`src/rtl/i2c_cfg_pkg.sv`:
```
package i2c_cfg_pkg;
  typedef enum logic [2:0] {
    ST_IDLE,
    ST_ADDR,
    ST_ADDR_ACK,
    ST_DATA,
    ST_DATA_ACK,
    ST_IGNORE
  } ctrl_state_e;
endpackage

```
`src/rtl/i2c_bus_sync.sv`:
```
module i2c_bus_sync #(
  parameter int STAGES = 2
) (
  input  logic clk_i,
  input  logic rst_ni,
  input  logic scl_i,
  input  logic sda_i,
  output logic scl_o,
  output logic sda_o,
  output logic scl_rise_o,
  output logic scl_fall_o,
  output logic start_o,
  output logic stop_o
);
  logic [STAGES-1:0] scl_ff, sda_ff;
  logic scl_prev, sda_prev;

  always_ff @(posedge clk_i or negedge rst_ni) begin
    if (!rst_ni) begin
      scl_ff   <= '1;
      sda_ff   <= '1;
      scl_prev <= 1'b1;
      sda_prev <= 1'b1;
    end else begin
      scl_ff   <= {scl_ff[STAGES-2:0], scl_i};
      sda_ff   <= {sda_ff[STAGES-2:0], sda_i};
      scl_prev <= scl_ff[STAGES-1];
      sda_prev <= sda_ff[STAGES-1];
    end
  end

  assign scl_o      = scl_ff[STAGES-1];
  assign sda_o      = sda_ff[STAGES-1];
  assign scl_rise_o = scl_o & ~scl_prev;
  assign scl_fall_o = ~scl_o & scl_prev;
  // SCL must be high on both samples so a clock edge is never taken as a condition
  assign start_o    = scl_o & scl_prev & sda_prev & ~sda_o;
  assign stop_o     = scl_o & scl_prev & ~sda_prev & sda_o;
endmodule

```
`src/rtl/i2c_byte_shift.sv`:
```
module i2c_byte_shift #(
  parameter int BYTE_W = 8
) (
  input  logic              clk_i,
  input  logic              rst_ni,
  input  logic              clear_i,
  input  logic              sample_i,
  input  logic              sda_i,
  output logic [BYTE_W-1:0] byte_o,
  output logic              full_o
);
  localparam int CNT_W = $clog2(BYTE_W + 1);
  localparam logic [CNT_W-1:0] CNT_FULL = CNT_W'(BYTE_W);

  logic [CNT_W-1:0] cnt_q;

  always_ff @(posedge clk_i or negedge rst_ni) begin
    if (!rst_ni) begin
      cnt_q  <= '0;
      byte_o <= '0;
    end else if (clear_i) begin
      cnt_q  <= '0;
    end else if (sample_i && !full_o) begin
      cnt_q  <= cnt_q + 1'b1;
      byte_o <= {byte_o[BYTE_W-2:0], sda_i};
    end
  end

  assign full_o = (cnt_q == CNT_FULL);
endmodule

```
`src/rtl/i2c_ctrl.sv`:
```
module i2c_ctrl
  import i2c_cfg_pkg::*;
#(
  parameter int          NUM_REGS = 10,
  parameter logic [6:0]  DEV_ADDR = 7'h69,
  parameter int          IDX_W    = $clog2(NUM_REGS + 1)
) (
  input  logic             clk_i,
  input  logic             rst_ni,
  input  logic             scl_rise_i,
  input  logic             scl_fall_i,
  input  logic             start_i,
  input  logic             stop_i,
  input  logic [7:0]       byte_i,
  input  logic             full_i,
  output logic             shift_en_o,
  output logic             shift_clr_o,
  output logic             wr_en_o,
  output logic [IDX_W-1:0] wr_idx_o,
  output logic             pull_o,
  output ctrl_state_e      state_o
);
  localparam logic [7:0]       ADDR_BYTE = {DEV_ADDR, 1'b0};
  localparam logic [IDX_W-1:0] IDX_LIM   = IDX_W'(NUM_REGS);

  ctrl_state_e      state_q;
  logic [IDX_W-1:0] idx_q;
  logic             ack_q;
  logic             byte_end;
  logic             room;

  assign byte_end = full_i & scl_fall_i;
  assign room     = (idx_q < IDX_LIM);

  always_ff @(posedge clk_i or negedge rst_ni) begin
    if (!rst_ni) begin
      state_q <= ST_IDLE;
      idx_q   <= '0;
      ack_q   <= 1'b0;
    end else if (start_i) begin
      state_q <= ST_ADDR;
      idx_q   <= '0;
      ack_q   <= 1'b0;
    end else if (stop_i) begin
      state_q <= ST_IDLE;
      idx_q   <= '0;
      ack_q   <= 1'b0;
    end else begin
      unique case (state_q)
        ST_ADDR: if (byte_end) begin
          ack_q   <= (byte_i == ADDR_BYTE);
          state_q <= ST_ADDR_ACK;
        end
        ST_ADDR_ACK: if (scl_fall_i) begin
          state_q <= ack_q ? ST_DATA : ST_IGNORE;
          ack_q   <= 1'b0;
        end
        ST_DATA: if (byte_end) begin
          ack_q   <= room;
          if (room) idx_q <= idx_q + 1'b1;
          state_q <= ST_DATA_ACK;
        end
        ST_DATA_ACK: if (scl_fall_i) begin
          state_q <= ST_DATA;
          ack_q   <= 1'b0;
        end
        default: ;
      endcase
    end
  end

  assign shift_en_o  = scl_rise_i & ((state_q == ST_ADDR) | (state_q == ST_DATA));
  assign shift_clr_o = start_i | stop_i | byte_end;
  assign wr_en_o     = (state_q == ST_DATA) & byte_end & room & ~start_i & ~stop_i;
  assign wr_idx_o    = idx_q;
  assign pull_o      = ack_q & ((state_q == ST_ADDR_ACK) | (state_q == ST_DATA_ACK));
  assign state_o     = state_q;
endmodule

```
`src/rtl/i2c_reg_bank.sv`:
```
module i2c_reg_bank #(
  parameter int NUM_REGS = 10,
  parameter int REG_W    = 8,
  parameter int IDX_W    = $clog2(NUM_REGS + 1)
) (
  input  logic                      clk_i,
  input  logic                      rst_ni,
  input  logic                      wr_en_i,
  input  logic [IDX_W-1:0]          wr_idx_i,
  input  logic [REG_W-1:0]          wr_data_i,
  output logic [NUM_REGS*REG_W-1:0] regs_o
);
  for (genvar g = 0; g < NUM_REGS; g++) begin : g_reg
    always_ff @(posedge clk_i or negedge rst_ni) begin
      if (!rst_ni)
        regs_o[g*REG_W +: REG_W] <= '1;
      else if (wr_en_i && (wr_idx_i == IDX_W'(g)))
        regs_o[g*REG_W +: REG_W] <= wr_data_i;
    end
  end
endmodule

```
`src/rtl/i2c_cfg_slave.sv`:
```
module i2c_cfg_slave
  import i2c_cfg_pkg::*;
#(
  parameter int         NUM_REGS = 10,
  parameter logic [6:0] DEV_ADDR = 7'h69,
  parameter int         SYNC_STAGES = 2
) (
  input  logic                  clk_i,
  input  logic                  rst_ni,
  input  logic                  scl_i,
  input  logic                  sda_i,
  output logic                  sda_pull_o,
  output logic [8*NUM_REGS-1:0] cfg_o
);
  localparam int IDX_W = $clog2(NUM_REGS + 1);

  logic scl_s, sda_s, scl_rise, scl_fall, start_det, stop_det;
  logic shift_en, shift_clr, byte_full, wr_en;
  logic [7:0] rx_byte;
  logic [IDX_W-1:0] wr_idx;
  ctrl_state_e ctrl_state;

  i2c_bus_sync #(.STAGES(SYNC_STAGES)) u_sync (
    .clk_i, .rst_ni, .scl_i, .sda_i,
    .scl_o(scl_s), .sda_o(sda_s),
    .scl_rise_o(scl_rise), .scl_fall_o(scl_fall),
    .start_o(start_det), .stop_o(stop_det)
  );

  i2c_byte_shift #(.BYTE_W(8)) u_shift (
    .clk_i, .rst_ni,
    .clear_i(shift_clr), .sample_i(shift_en), .sda_i(sda_s),
    .byte_o(rx_byte), .full_o(byte_full)
  );

  i2c_ctrl #(.NUM_REGS(NUM_REGS), .DEV_ADDR(DEV_ADDR), .IDX_W(IDX_W)) u_ctrl (
    .clk_i, .rst_ni,
    .scl_rise_i(scl_rise), .scl_fall_i(scl_fall),
    .start_i(start_det), .stop_i(stop_det),
    .byte_i(rx_byte), .full_i(byte_full),
    .shift_en_o(shift_en), .shift_clr_o(shift_clr),
    .wr_en_o(wr_en), .wr_idx_o(wr_idx),
    .pull_o(sda_pull_o), .state_o(ctrl_state)
  );

  i2c_reg_bank #(.NUM_REGS(NUM_REGS), .REG_W(8), .IDX_W(IDX_W)) u_bank (
    .clk_i, .rst_ni,
    .wr_en_i(wr_en), .wr_idx_i(wr_idx), .wr_data_i(rx_byte),
    .regs_o(cfg_o)
  );
endmodule

```
`config.mk`:
```
export PLATFORM = sky130hd
export DESIGN_NAME = i2c_cfg_slave
export DESIGN_NICKNAME = d
export VERILOG_FILES = /design/src/rtl/i2c_cfg_pkg.sv /design/src/rtl/i2c_bus_sync.sv /design/src/rtl/i2c_byte_shift.sv /design/src/rtl/i2c_ctrl.sv /design/src/rtl/i2c_reg_bank.sv /design/src/rtl/i2c_cfg_slave.sv
export SDC_FILE = /design/constraint.sdc
export NUM_CORES = 1
export LEC_CHECK = 0
export CORE_AREA = 2 2 109 100
export DETAILED_ROUTE_END_ITERATION = 10
export DIE_AREA = 0 0 111 102
export PLACE_DENSITY = 0.69
export REMOVE_ABC_BUFFERS = 1
export SLEW_MARGIN = 10
export SYNTH_ARGS = -nofsm -noshare
export SYNTH_HDL_FRONTEND = slang
export SYNTH_HIERARCHICAL = 1
export SYNTH_SLANG_ARGS = --single-unit
export TNS_END_PERCENT = 20
```
`constraint.sdc`:
```
create_clock -name clk_i -period 3.1 [get_ports clk_i]
set_input_delay 0.31 -clock clk_i [delete_from_list [all_inputs] [get_ports clk_i]]
set_output_delay 0.31 -clock clk_i [all_outputs]
set_load 0.05 [all_outputs]
```
==> results_dict.tcl <==
set metrics [dict create \
    post-route-period-util_pct 92.0 \
    critical_path.startpoint "u_shift/cnt_q[0]" \
    clk_pin_slew_ns 0.06 \
    route.vias.total 2637 \
    syn_inst 292 \
    start_util_pct 44.3 \
    relSlewSlack_pct 45.0 \
    power_frac_comb_pct 9.7 \
    ys_top_cells_by_area "dfstp_2 50%, mux2_2 20%, dfrtp_1 11%" \
    grt_pass1_wl_um 15300 \
    core-area_mm2 0.0101 \
    synth-seq-area-share_pct 61.6 \
    synth-seq-cells 106 \
    seqCellArea_mm2 0.00276 \
    cts_sinks 106 \
    finalClockSkew_ns 0.00879 \
    routed_wl_um 9280 \
    path_cells "inv_1 -> ha_1 -> nand3b_4 -> inv_1 -> and2_1 -> and4_2 -> and2_1 -> nor3b_2 -> and3_1 -> mux2_2" \
    post-synth-top-area-cell "dfstp_2" \
    yosysWarnings 6 \
    r2r_end "u_bank/regs_o[28]" \
    yosysUniqueCellTypes 51 \
    die_width_um 111 \
    netlist_area_mm2 0.00448 \
    hold_ws_ns 0.0603 \
    switching_power_mw 0.875 \
    die_h_um 102 \
    cts_resized 0 \
    pwr-share-clk_pct 35.4 \
    globalRouteOverflowTotal 0 \
    area_delta_synth_final_pct 28.0 \
    io_pins 85 \
    fmax_ghz 0.351 \
    setup.worst_path.start_class "flop" \
    syn_avg_cell_area_um2 15.4 \
    synthArstFlopShare_pct 100 \
    post_drt_via_cell_ratio 5.17 \
    yosysTopAreaCellShare_pct 50.4 \
    p_sw_share_pct 27.8 \
    clockRootBuffer "clkbuf_16" \
    critical_path_class "reg2reg" \
    port_buffers 84 \
    antenna_found_initial 0 \
    drive_gt1_share_pct 55.6 \
    maxCapViolations 0 \
    hold_viol 0 \
    reg2reg_slack_ns 0.25 \
    cp-end-kind "flop" \
    p_per_area_mw_per_mm2 549 \
    worst_pin_slew_ns 0.825 \
    hpwl_um 6130 \
    drc 0 \
    rsz0062_at_grt "no" \
    synth_edf_count 0 \
    cpPeakStageDelay_ns 0.44 \
    r2r_start "u_shift/cnt_q[0]" \
    fin_setup_tns_ns 0 \
    hold_path_class "in2async" \
    required_ns 3.36 \
    crit_fanout 8 \
    htree_levels 3 \
    p_leak_nw 2.41 \
    max-vdd-ir-drop_mv 0.294 \
    fin_nets 383 \
    fp-row-count 35 \
    worst_ep_arrival_time_ns 3.12 \
    postCtsSetupRepairBufs 0 \
    cts_buffers 9 \
    sequentialPowerShare_pct 54.9 \
    wire_per_inst_um 18.2 \
    cts_tree "yes" \
    n_fill_cell 859 \
    place.gp.congestion 0.747 \
    internal_power_mw 2.27 \
    status "finished, final reports clean" \
    ant_nets 0 \
    antenna_cells 0 \
    r2r_cells 10 \
    grt_pass1_vias 2761 \
    grt_use_total_pct 17.3 \
    grt_max_degree 68 \
    drtIter0Drc 104 \
    insertion_delay_ns 0.34 \
    clockBufferDepth 2 \
    setup_viol 0 \
    dieArea_mm2 0.0113 \
    cts_hold_buf 0 \
    drt-pass1-iter-count 4 \
    multi_input_area_mm2 0.00163 \
    finalMaxSlewViolations 0 \
    fin_crit_ns 2.85 \
    synth_flop_cell "dfstp_2" \
    crit_slowest_cell "and3_1" \
]
[layer usage]
metal  global-route usage [%]  vias up  routed length [um]
li1                         -     1204                   -
met3                     5.87        9                 638
met1                     23.1     1349                4320
met2                     27.8       75                4220
met4                     4.33        0                 100
met5                        0        -                   0
[worst max-delay path by stage]
stage	slack, ns	depth (start not counted)	end
final	0.25	10	u_bank/regs_o[28]
after global routing	0.06	10	u_bank/regs_o[28]
after CTS	0.27	10	u_bank/regs_o[27]
after detailed placement	0.27	10	u_bank/regs_o[28]
after global placement	0.38	10	u_bank/regs_o[30]
after floorplan	0.21	9	u_bank/regs_o[72]
[power groups by stage]
stage          registers, mW  clock network, mW  logic (mW)
6_report                1.73               1.11       0.305
5_1_grt                 1.76               1.20       0.340
4_1_cts                 1.73               1.15       0.309
3_5_place_dp            1.76                  0       0.305
3_3_place_gp            1.75                  0       0.293
2_1_floorplan           1.62                  0       0.234
[sequential cells by signal (all words and copies together) (netlist names)]
name / cells
u_shift/byte_o: 8
u_sync/scl_prev: 1
u_sync/sda_prev: 1
u_sync/scl_ff: 2
u_ctrl/ack_q: 1
u_ctrl/state_o: 3
u_ctrl/wr_idx_o: 4
u_sync/sda_ff: 2
u_bank/regs_o: 80
u_shift/cnt_q: 4
[layout make-up]
class / count / area share, %
tap: 129 / 2.81
clock buffer: 11 / 4.23
timing repair buffer: 88 / 15.1
multi-input combinational: 166 / 28.5
sequential: 106 / 48.1
inverter: 5 / 0.327
clock inverter: 5 / 0.938
[cells in the mapped netlist, drive strengths merged (2+ instances only)]
| cell type | count |
|---|---|
| nor2 | 10 |
| nand2 | 8 |
| nor2b | 2 |
| dfrtp | 20 |
| and4b | 2 |
| and3 | 2 |
| and2 | 3 |
| nand3b | 5 |
| o21ai | 3 |
| nand3 | 4 |
| nand2b | 2 |
| mux2 | 89 |
| dfstp | 86 |
| a21oi | 4 |
| nor3b | 3 |
| nor3 | 2 |
| a21o | 3 |
| inv | 5 |
| xnor2 | 2 |
| ha | 3 |
| nand4b | 2 |
| buf | 14 |
[per-stage QoR]
step	std cells	util, %	power, mW	worst slack, ns	instance area (um2)
final	510	56.7	3.15	0.248	5740
after global routing	510	56.7	3.30	0.0625	5740
after CTS	510	56.7	3.20	0.267	5740
after detailed placement	494	53.8	2.06	0.269	5440
after global placement	494	53.8	2.04	0.376	5440
after floorplan	277	-	1.85	0.206	4410
[cell usage in the layout (no fill, tap or decap), types with 2 or more instances in the layout]
| cell | netlist | routed |
|---|---|---|
| a21o_2 | 2 | 2 |
| a21oi_1 | 3 | 3 |
| and2_1 | 3 | 3 |
| and4b_1 | 2 | 2 |
| buf_4 | 2 | 5 |
| clkbuf_16 | 0 | 9 |
| clkdlybuf4s50_1 | 0 | 83 |
| clkinv_2 | 0 | 3 |
| dfrtp_1 | 20 | 20 |
| dfstp_2 | 86 | 86 |
| ha_1 | 3 | 3 |
| inv_1 | 5 | 5 |
| mux2_2 | 80 | 80 |
| mux2_4 | 9 | 9 |
| nand2_1 | 8 | 8 |
| nand2b_1 | 2 | 2 |
| nand3_1 | 4 | 4 |
| nand3b_2 | 2 | 2 |
| nand3b_4 | 3 | 3 |
| nand4b_1 | 2 | 2 |
| nor2_1 | 8 | 8 |
| nor2_2 | 2 | 2 |
| nor2b_1 | 2 | 2 |
| nor3_1 | 2 | 2 |
| o21ai_0 | 2 | 2 |
| xnor2_1 | 2 | 2 |
[kinds of logic after synthesis]
logic type | share of synthesized area (%)
adders and majority gates | 0.837
AOI/OAI and AO/OA | 2.68
muxes | 23.3
and+or+nand+nor | 8.99
DFF | 61.6
buffers and inverters | 2.04
xor gates and xnor gates | 0.586
[worst max-delay path, delay by kind of cell (launching register included)]
kind,cells,cell delay [ns]
muxes,1,0.39
and+or+nand+nor,6,1.59
buffers and inverters,2,0.20
DFF,1,0.39
adders and majority gates,1,0.21
Power figures use the tool's default switching activity.
